## src/rtl/prog_loader_pkg.sv

```systemverilog
package prog_loader_pkg;
  localparam int REC_BYTES = 6;
  localparam int GRP_BYTES = 4;
  localparam int POS_W     = 3;

  typedef logic [REC_BYTES-1:0][7:0] rec_t;
  typedef logic [GRP_BYTES-1:0][7:0] grp_t;

  typedef enum logic [1:0] {RG_NONE, RG_OTP, RG_EE} region_e;
  typedef enum logic [1:0] {EN_START, EN_BLANK, EN_RUN, EN_LOCK} entry_e;
  typedef enum logic [1:0] {RX_OFF, RX_PROMPT, RX_RECV, RX_SEND} rx_e;
  typedef enum logic [2:0] {WR_IDLE, WR_PUT, WR_WAIT, WR_GET, WR_CAP} wr_e;

  function automatic logic in_window(logic [15:0] a, logic [15:0] lo, logic [15:0] hi);
    return (a >= lo) && (a <= hi);
  endfunction

  function automatic logic [15:0] group_base(logic [15:0] a);
    return {a[15:2], 2'b00};
  endfunction

  function automatic region_e classify(logic [15:0] a, logic [15:0] otp_lo, logic [15:0] otp_hi,
                                       logic [15:0] ee_lo, logic [15:0] ee_hi);
    if (in_window(a, otp_lo, otp_hi)) return RG_OTP;
    if (in_window(a, ee_lo, ee_hi))   return RG_EE;
    return RG_NONE;
  endfunction

  function automatic logic [2:0] writes_for(region_e r, logic aligned);
    if (!aligned)     return 3'd0;
    if (r == RG_OTP)  return 3'(GRP_BYTES);
    if (r == RG_EE)   return 3'd1;
    return 3'd0;
  endfunction
endpackage

```

## src/rtl/prog_loader_entry.sv

```systemverilog
module prog_loader_entry
  import prog_loader_pkg::*;
#(
  parameter int BLINK_DIV = 1000000
) (
  input  logic clk,
  input  logic rst_n,
  input  logic mode_sel,
  input  logic sec_n,
  input  logic blank_done,
  output logic blank_start,
  output logic run,
  output logic locked,
  output logic err_led
);
  localparam int CNT_W = (BLINK_DIV > 1) ? $clog2(BLINK_DIV) : 1;
  localparam logic [CNT_W-1:0] CNT_END = CNT_W'(BLINK_DIV - 1);

  entry_e           st;
  logic [CNT_W-1:0] cnt;
  logic             blank_q;
  logic             led_q;

  always_ff @(posedge clk or negedge rst_n) begin
    if (!rst_n) begin
      st      <= EN_START;
      cnt     <= '0;
      blank_q <= 1'b0;
      led_q   <= 1'b0;
    end else begin
      blank_q <= 1'b0;
      case (st)
        EN_START: begin
          if (!mode_sel) begin
            st      <= EN_BLANK;
            blank_q <= 1'b1;
          end else if (!sec_n) begin
            st <= EN_LOCK;
          end else begin
            st <= EN_RUN;
          end
        end
        EN_BLANK: if (blank_done) st <= EN_RUN;
        EN_LOCK: begin
          if (cnt == CNT_END) begin
            cnt   <= '0;
            led_q <= ~led_q;
          end else begin
            cnt <= cnt + 1'b1;
          end
        end
        default: ;
      endcase
    end
  end

  assign blank_start = blank_q;
  assign run         = (st == EN_RUN);
  assign locked      = (st == EN_LOCK);
  assign err_led     = led_q;


  blank_once_chk: assert property (@(posedge clk) disable iff (!rst_n)
    blank_start |=> !blank_start);


  led_lock_chk: assert property (@(posedge clk) disable iff (!rst_n)
    err_led |-> locked);
endmodule

```

## src/rtl/prog_loader_rx.sv

```systemverilog
module prog_loader_rx
  import prog_loader_pkg::*;
(
  input  logic       clk,
  input  logic       rst_n,
  input  logic       run,
  input  logic       rx_valid,
  input  logic [7:0] rx_data,
  output logic       rx_ready,
  output logic       tx_valid,
  output logic [7:0] tx_data,
  input  logic       tx_ready,
  input  logic       wr_idle,
  input  rec_t       done_rec,
  output logic       job_valid,
  output rec_t       job_rec
);
  localparam logic [POS_W-1:0] LAST_POS = POS_W'(REC_BYTES - 1);

  rx_e              st;
  logic [POS_W-1:0] pos;
  logic             pcnt;
  rec_t             hold_q;
  rec_t             echo_q;
  logic [7:0]       tx_q;
  logic             accept;

  assign rx_ready  = (st == RX_RECV) && ((pos != LAST_POS) || wr_idle);
  assign accept    = rx_valid && rx_ready;
  assign job_valid = accept && (pos == LAST_POS);
  assign tx_valid  = (st == RX_PROMPT) || (st == RX_SEND);
  assign tx_data   = tx_q;

  always_comb begin
    for (int i = 0; i < REC_BYTES; i++) begin
      job_rec[i] = (i == REC_BYTES - 1) ? rx_data : hold_q[i];
    end
  end

  always_ff @(posedge clk or negedge rst_n) begin
    if (!rst_n) begin
      st     <= RX_OFF;
      pos    <= '0;
      pcnt   <= 1'b0;
      hold_q <= '0;
      echo_q <= '0;
      tx_q   <= '0;
    end else begin
      case (st)
        RX_OFF: begin
          if (run) begin
            st   <= RX_PROMPT;
            pcnt <= 1'b0;
            tx_q <= echo_q[REC_BYTES-2];
          end
        end
        RX_PROMPT: begin
          if (tx_ready) begin
            if (!pcnt) begin
              pcnt <= 1'b1;
              tx_q <= echo_q[REC_BYTES-1];
            end else begin
              st  <= RX_RECV;
              pos <= '0;
            end
          end
        end
        RX_RECV: begin
          if (accept) begin
            hold_q[pos] <= rx_data;
            tx_q        <= echo_q[pos];
            if (pos == LAST_POS) echo_q <= done_rec;
            st <= RX_SEND;
          end
        end
        RX_SEND: begin
          if (tx_ready) begin
            pos <= (pos == LAST_POS) ? '0 : pos + 1'b1;
            st  <= RX_RECV;
          end
        end
        default: st <= RX_OFF;
      endcase
    end
  end


  tx_hold_chk: assert property (@(posedge clk) disable iff (!rst_n)
    (tx_valid && !tx_ready) |=> (tx_valid && $stable(tx_data)));


  answer_follows_chk: assert property (@(posedge clk) disable iff (!rst_n)
    accept |=> tx_valid);


  one_way_chk: assert property (@(posedge clk) disable iff (!rst_n)
    tx_valid |-> !rx_ready);
endmodule

```

## src/rtl/prog_loader_writer.sv

```systemverilog
module prog_loader_writer
  import prog_loader_pkg::*;
#(
  parameter logic [15:0] OTP_LO = 16'h4000,
  parameter logic [15:0] OTP_HI = 16'h7DFF,
  parameter logic [15:0] EE_LO  = 16'h0100,
  parameter logic [15:0] EE_HI  = 16'h01FF
) (
  input  logic        clk,
  input  logic        rst_n,
  input  logic        job_valid,
  input  rec_t        job_rec,
  output logic        wr_idle,
  output rec_t        done_rec,
  output logic        mem_we,
  output logic        mem_re,
  output logic [15:0] mem_addr,
  output logic [7:0]  mem_wdata,
  input  logic [7:0]  mem_rdata,
  input  logic        mem_busy,
  output logic        err_align
);
  wr_e         st;
  logic [15:0] addr_q;
  logic [15:0] base_q;
  grp_t        data_q;
  grp_t        rb_q;
  logic [2:0]  nwr_q;
  logic [1:0]  idx;
  logic        err_q;

  logic [15:0] job_addr;
  logic        job_aligned;
  region_e     job_region;
  logic [2:0]  job_nwr;

  assign job_addr    = {job_rec[0], job_rec[1]};
  assign job_aligned = (job_addr[1:0] == 2'b00);
  assign job_region  = classify(group_base(job_addr), OTP_LO, OTP_HI, EE_LO, EE_HI);
  assign job_nwr     = writes_for(job_region, job_aligned);

  assign wr_idle   = (st == WR_IDLE);
  assign mem_we    = (st == WR_PUT);
  assign mem_re    = (st == WR_GET);
  assign mem_addr  = base_q + 16'(idx);
  assign mem_wdata = data_q[idx];
  assign err_align = err_q;
  assign done_rec  = {rb_q, addr_q[7:0], addr_q[15:8]};

  always_ff @(posedge clk or negedge rst_n) begin
    if (!rst_n) begin
      st     <= WR_IDLE;
      addr_q <= '0;
      base_q <= '0;
      data_q <= '0;
      rb_q   <= '0;
      nwr_q  <= '0;
      idx    <= '0;
      err_q  <= 1'b0;
    end else begin
      case (st)
        WR_IDLE: begin
          if (job_valid) begin
            addr_q <= job_addr;
            base_q <= group_base(job_addr);
            data_q <= job_rec[REC_BYTES-1:2];
            nwr_q  <= job_nwr;
            idx    <= '0;
            if (!job_aligned) err_q <= 1'b1;
            st <= (job_nwr != 3'd0) ? WR_PUT : WR_GET;
          end
        end
        WR_PUT: st <= WR_WAIT;
        WR_WAIT: begin
          if (!mem_busy) begin
            if (({1'b0, idx} + 3'd1) == nwr_q) begin
              idx <= '0;
              st  <= WR_GET;
            end else begin
              idx <= idx + 1'b1;
              st  <= WR_PUT;
            end
          end
        end
        WR_GET: st <= WR_CAP;
        WR_CAP: begin
          rb_q[idx] <= mem_rdata;
          if (idx == 2'(GRP_BYTES - 1)) begin
            idx <= '0;
            st  <= WR_IDLE;
          end else begin
            idx <= idx + 1'b1;
            st  <= WR_GET;
          end
        end
        default: st <= WR_IDLE;
      endcase
    end
  end


  we_single_chk: assert property (@(posedge clk) disable iff (!rst_n)
    mem_we |=> !mem_we);


  we_in_window_chk: assert property (@(posedge clk) disable iff (!rst_n)
    mem_we |-> (classify(mem_addr, OTP_LO, OTP_HI, EE_LO, EE_HI) != RG_NONE));


  ee_first_only_chk: assert property (@(posedge clk) disable iff (!rst_n)
    (mem_we && classify(mem_addr, OTP_LO, OTP_HI, EE_LO, EE_HI) == RG_EE) |-> (mem_addr[1:0] == 2'b00));


  align_sticky_chk: assert property (@(posedge clk) disable iff (!rst_n)
    err_align |=> err_align);


  no_overlap_strobe_chk: assert property (@(posedge clk) disable iff (!rst_n)
    !(mem_we && mem_re));
endmodule

```

## src/rtl/prog_loader.sv

```systemverilog
module prog_loader
  import prog_loader_pkg::*;
#(
  parameter logic [15:0] OTP_LO    = 16'h4000,
  parameter logic [15:0] OTP_HI    = 16'h7DFF,
  parameter logic [15:0] EE_LO     = 16'h0100,
  parameter logic [15:0] EE_HI     = 16'h01FF,
  parameter int          BLINK_DIV = 1000000
) (
  input  logic        clk,
  input  logic        rst_n,
  input  logic        mode_sel,
  input  logic        sec_n,
  output logic        blank_start,
  input  logic        blank_done,
  output logic        err_led,
  input  logic        rx_valid,
  input  logic [7:0]  rx_data,
  output logic        rx_ready,
  output logic        tx_valid,
  output logic [7:0]  tx_data,
  input  logic        tx_ready,
  output logic        mem_we,
  output logic        mem_re,
  output logic [15:0] mem_addr,
  output logic [7:0]  mem_wdata,
  input  logic [7:0]  mem_rdata,
  input  logic        mem_busy,
  output logic        err_align
);
  logic run_w;
  logic locked_w;
  logic wr_idle;
  logic job_valid;
  rec_t job_rec;
  rec_t done_rec;

  prog_loader_entry #(.BLINK_DIV(BLINK_DIV)) u_entry (
    .clk(clk), .rst_n(rst_n), .mode_sel(mode_sel), .sec_n(sec_n),
    .blank_done(blank_done), .blank_start(blank_start), .run(run_w),
    .locked(locked_w), .err_led(err_led)
  );

  prog_loader_rx u_rx (
    .clk(clk), .rst_n(rst_n), .run(run_w), .rx_valid(rx_valid), .rx_data(rx_data),
    .rx_ready(rx_ready), .tx_valid(tx_valid), .tx_data(tx_data), .tx_ready(tx_ready),
    .wr_idle(wr_idle), .done_rec(done_rec), .job_valid(job_valid), .job_rec(job_rec)
  );

  prog_loader_writer #(.OTP_LO(OTP_LO), .OTP_HI(OTP_HI), .EE_LO(EE_LO), .EE_HI(EE_HI)) u_writer (
    .clk(clk), .rst_n(rst_n), .job_valid(job_valid), .job_rec(job_rec), .wr_idle(wr_idle),
    .done_rec(done_rec), .mem_we(mem_we), .mem_re(mem_re), .mem_addr(mem_addr),
    .mem_wdata(mem_wdata), .mem_rdata(mem_rdata), .mem_busy(mem_busy), .err_align(err_align)
  );


  quiet_until_run_chk: assert property (@(posedge clk) disable iff (!rst_n)
    !run_w |-> (!rx_ready && !tx_valid));


  lock_no_memory_chk: assert property (@(posedge clk) disable iff (!rst_n)
    locked_w |-> (!mem_we && !mem_re));
endmodule

```

## config.mk

```make
export PLATFORM = sky130hd
export DESIGN_NAME = prog_loader
export DESIGN_NICKNAME = d
export VERILOG_FILES = /design/src/rtl/prog_loader_pkg.sv /design/src/rtl/prog_loader_entry.sv /design/src/rtl/prog_loader_rx.sv /design/src/rtl/prog_loader_writer.sv /design/src/rtl/prog_loader.sv
export SDC_FILE = /design/constraint.sdc
export NUM_CORES = 1
export LEC_CHECK = 0
export BUFFER_PORTS_ARGS = -buffer_cell sky130_fd_sc_hd__buf_2
export CAP_MARGIN = 0
export CORE_MARGIN = 2
export CORE_UTILIZATION = 57
export CTS_BUF_LIST = sky130_fd_sc_hd__clkbuf_4 sky130_fd_sc_hd__clkbuf_8
export DETAILED_ROUTE_END_ITERATION = 7
export MAX_ROUTING_LAYER = met4
export PLACE_DENSITY = 0.87
export SYNTH_ARGS = -nofsm -noshare
export SYNTH_HDL_FRONTEND = slang
export SYNTH_SLANG_ARGS = --single-unit
```

## constraint.sdc

```tcl
create_clock -name clk -period 2.1 [get_ports clk]
set_clock_uncertainty 0.2 [all_clocks]
set_input_delay 0.42 -clock clk [delete_from_list [all_inputs] [get_ports clk]]
set_output_delay 0.42 -clock clk [all_outputs]
set_load 0.01 [all_outputs]
```

==> qor_table.md <==
| Stage | Result | Value |
|---|---|---|
| sta | Post-layout worst setup margin | -0.3651 ns |
| logic synthesis | Async S/R FF share, synth | 100.0% |
| run | Max cap viols | 0 |
| run status | Violations in the final reports | negative setup slack |
| place | Placed wire-length estimate after detailed placement | 14,430 um |
| worst setup path | Data required time at the worst endpoint | 1.48 ns |
| die | Row Count | 47 |
| global routing | Largest net degree at the start of global routing | 46 |
| place | Inst Count DP | 1,205 |
| global routing | Vias in the first global route | 7,793 |
| routing | Count of antenna-violating nets left after detailed routing | 0 |
| place | Count of buffers from port buffering | 62 |
| cts | Clock transition at the registers of the reported paths | 0.06 ns |
| logic synthesis | Synth Flop Type | sky130_fd_sc_hd__dfrtp_1 |
| worst setup path | Buffers plus inverters on the worst setup path | 2 |
| worst setup path | Series of cell instances along the critical path | or3_4, buf_6, a31oi_1, buf_2 |
| global routing | Initial antenna violation count | 0 |
| logic synthesis | Synth Cell Area | 0.009599 sq mm |
| pwr | Largest vdd supply drop | 0.001057 V |
| finish | Share of the core filled with cells in the final layout | 74.04% |
| cts | Cell at the root of the clock tree | sky130_fd_sc_hd__clkbuf_8 |
| die | Io pins | 63 |
| sta | Setup Viol. Count Final | 107 |
| sta | Min cycle time layout | 2.465 ns |
| logic synthesis | Synthesized Nets | 957 |
| sta | Transition time at the pin with the least slew margin | 0.4538 ns |
| die | X dimension of the die | 133.8 um |
| routing | DR vias/cell | 5.824 |
| logic synthesis | Post-synthesis cell type count | 56 |
| global routing | Remaining global-route overflow | 0 |
| logic synthesis | Yosys synthesis warning count | 0 |
| logic synthesis | Mean post-synth cell area | 10.39 sq um |
| finish | N_diodes | 0 |
| die | Die Area | 0.01789 sq mm |
| finish | Area of the multi-input gates | 0.004074 sq mm |
| finish | Sequential Area | 0.005358 sq mm |
| finish | Fraction of layout instances using a drive strength above 1 | 31.49% |
| finish | Filler cells | 945 |
| routing | Top Metal Used | met4 |
| cts | H-tree Lvls | 2 |
| run status | Run status | finished, violations left |
| global routing | Global-route wire length before repair | 39,250 um |
| pwr | Pwr Total | 15.94 mW |
| worst setup path | CP peak stage delay | 0.43 ns |
| routing | Total detailed-routing wirelength | 26,760 um |
| routing | WL met2 | 13,440 um |
| place | GP Congestion | 0.8558 |
| pwr | Leakage component of the power | 6.167 nW |
| logic synthesis | Count of flip-flops with a built-in enable after synthesis | 0 |
| min path | Hold Path Class | input pin to register |
| die | Initial standard-cell utilization of the core | 58.09% |
| sta | Hold Fails Final Rpt | 0 |
| sta | Slew HR | 69.47% |
| routing | Starting DRT DRC Count | 846 |
| finish | Nets | 1,110 |
| routing | Vias post-DR | 7,717 |
| finish | Synthesis-to-layout area growth | 27.45% |
| finish | Non-filler instance count after layout | 1,325 |
| cts | Number of buffers created by CTS | 36 |
| sta | RSZ-0062 raised after global routing | yes |
| worst setup path | Arr. time, crit path | 1.85 ns |
| routing | Post-route DRC violation count | 0 |
| global routing | Overall track demand over capacity in global routing | 28.67% |
| cts | Longest Clk Path Bufs | 3 |
| worst setup path | Category of the critical setup timing path | register to output pin |
| worst setup path | Critical Path Sink Type | output pin |
| worst setup path | Maximum fanout along the worst path | 2 |
| routing | Met3 layer wire length in the routed design | 2094 um |
| pwr | Power per standard cell area | 1303 mW/mm^2 |
| die | Core outline area | 0.01652 sq mm |
| sta | Highest attainable clock frequency | 405.7 MHz |
| worst setup path | Max stage delay cell, worst path | sky130_fd_sc_hd__or3_4 |
| cts | TritonCTS clock tree | built |
| routing | First-pass detailed-route iteration total | 5 |
| logic synthesis | Proportion of synthesized chip area in sequential cells | 55.79% |
| worst setup path | Crit path launch type | register |
| logic synthesis | Register bit total from synthesis | 214 |
| die | Die Y | 133.8 um |
| routing | Drt wl/cell | 20.20 um |
| logic synthesis | Gate count after technology mapping | 924 |
| worst setup path | Cell class contributing the biggest share of worst-path delay | simple AND/OR/NAND/NOR gates |
| sta | Max-slew violation count | 0 |
| cts | Clock Sink Count | 214 |
| sta | Period utilization | 117.4% |
| cts | Clk Latency, worst-skew pair | 0.56 ns |
| routing | Met1 Routed Length | 10,150 um |
[cell usage in the layout (no fill, tap or decap), types with 14 or more instances in the layout]
cell type and count:
sky130_fd_sc_hd__nand2_1 313, sky130_fd_sc_hd__dfrtp_1 212, sky130_fd_sc_hd__mux2_2 71, sky130_fd_sc_hd__buf_4 57, sky130_fd_sc_hd__clkbuf_8 54, sky130_fd_sc_hd__buf_2 52, sky130_fd_sc_hd__mux2i_1 34, sky130_fd_sc_hd__buf_6 23
sky130_fd_sc_hd__dlygate4sd3_1 21, sky130_fd_sc_hd__nor2_1 18, sky130_fd_sc_hd__inv_1 15, sky130_fd_sc_hd__o21ai_0 15, sky130_fd_sc_hd__a21oi_1 14, sky130_fd_sc_hd__buf_12 14
[registers in the layout, indices dropped and copies added, names as in the netlist]
name,count
u_entry.blank_start,1
u_entry.cnt,20
u_entry.err_led,1
u_entry.st,2
u_rx.echo_q,48
u_rx.job_rec,40
u_rx.pcnt,1
u_rx.pos,3
u_rx.st,2
u_rx.tx_data,8
u_writer.addr_q,16
u_writer.data_q,32
u_writer.done_rec,32
u_writer.err_align,1
u_writer.idx,2
u_writer.nwr_q,2
u_writer.st,3
[kinds of logic after synthesis]
logic type	after synthesis	synth area share (%)
simple gates	412	18.13
buf+inv	80	4.158
flops	214	55.79
xor+xnor	14	1.277
fa+ha+maj	9	1.173
compound gates	78	5.136
mux	117	14.34
[per-layer routing]
metal | up-vias | global-route usage [%]
met4 | 0 | 12.35
met1 | 3812 | 35.38
met2 | 430 | 45.81
met5 | - | -
met3 | 101 | 6.538
li1 | 3374 | -
[report_power, final]
group | internal [mW] | total, mW | switching (mW)
Combinational | 2.64 | 5.41 | 2.76
Clock | 2.42 | 4.15 | 1.74
Sequential | 5.43 | 6.38 | 0.949
Total | 10.5 | 15.9 | 5.45
[cell usage after synthesis, drive strengths merged (2+ instances only)]
master  number  share of area [%]
or2          3               0.20
ha           9                1.2
o21bai       3               0.23
nand2      317                 12
and3         9               0.59
nor2b        2               0.13
nor2        24                1.0
o22ai        7               0.46
xor2         4               0.36
nand4        5               0.39
buf         40                2.6
nand3       10               0.52
nor4         3               0.20
o21ai       21                1.1
and4         3               0.27
mux2i       34                3.5
mux2        74                8.7
and2         2               0.13
a21oi       18               0.94
dfrtp      214                 56
inv         20               0.78
a31oi        5               0.33
xnor2       10               0.91
nor3        11               0.63
nand2b      11               0.72
or3          7               0.46
o211ai      11               0.91
clkbuf      20               0.78
mux4         9                2.1
[path summary, 6_finish.rpt]
| path | cells after the start | slack, ns | start | to |
|---|---|---|---|---|
| worst max-delay path | 4 | -0.37 | u_writer.st[0] | rx_ready |
| worst min-delay path | 3 | 0.12 | tx_ready | u_rx.pcnt |
| worst max register to register | 7 | -0.22 | u_rx.st[0] | u_writer.nwr_q[0] |
| worst min register to register | 1 | 0.25 | u_entry.cnt[19] | u_entry.cnt[19] |
| max in group asynchronous | 3 | 0.88 | rst_n | u_writer.done_rec[33] |
| min in group asynchronous | 2 | 0.19 | rst_n | u_rx.tx_data[2] |
[area by class of cell]
class,count,share of cell area [%]
clock inverter,3,0.2148
multi-input combinational,630,33.30
timing repair buffer,175,13.15
tap,220,2.250
clock buffer,63,6.576
sequential,214,43.79
inverter,20,0.7159
[worst min-delay path, stage by stage]
cell,delay (ns)
sky130_fd_sc_hd__buf_2,0.16
sky130_fd_sc_hd__a21oi_1,0.16
sky130_fd_sc_hd__o21bai_1,0.08
[what timing repair did]
item	CTS	global route
setup buffers	12	17
hold buffers	21	0
gates cloned	1	7
gates resized for setup	43	44
setup endpoints to repair	145	155
pin swaps	6	9
hold endpoints to repair	236	0
[metrics by stage]
| stage | hold WS (ns) | setup WS, ns | setup TNS [ns] | area (sq um) |
|---|---|---|---|---|
| 2_1_floorplan | -0.07559 | -0.04996 | -1.171 | 9604 |
| 3_3_place_gp | 0.1917 | -0.04695 | -1.806 | 10500 |
| 3_5_place_dp | 0.1926 | -0.09977 | -4.743 | 10500 |
| 4_1_cts | 0.07308 | -0.2972 | -2.698 | 11820 |
| 5_1_grt | 0.1221 | -0.3507 | -14.87 | 12230 |
| 6_report | 0.1233 | -0.3651 | -8.381 | 12230 |
Note: power is estimated with default switching activity, not from simulation.
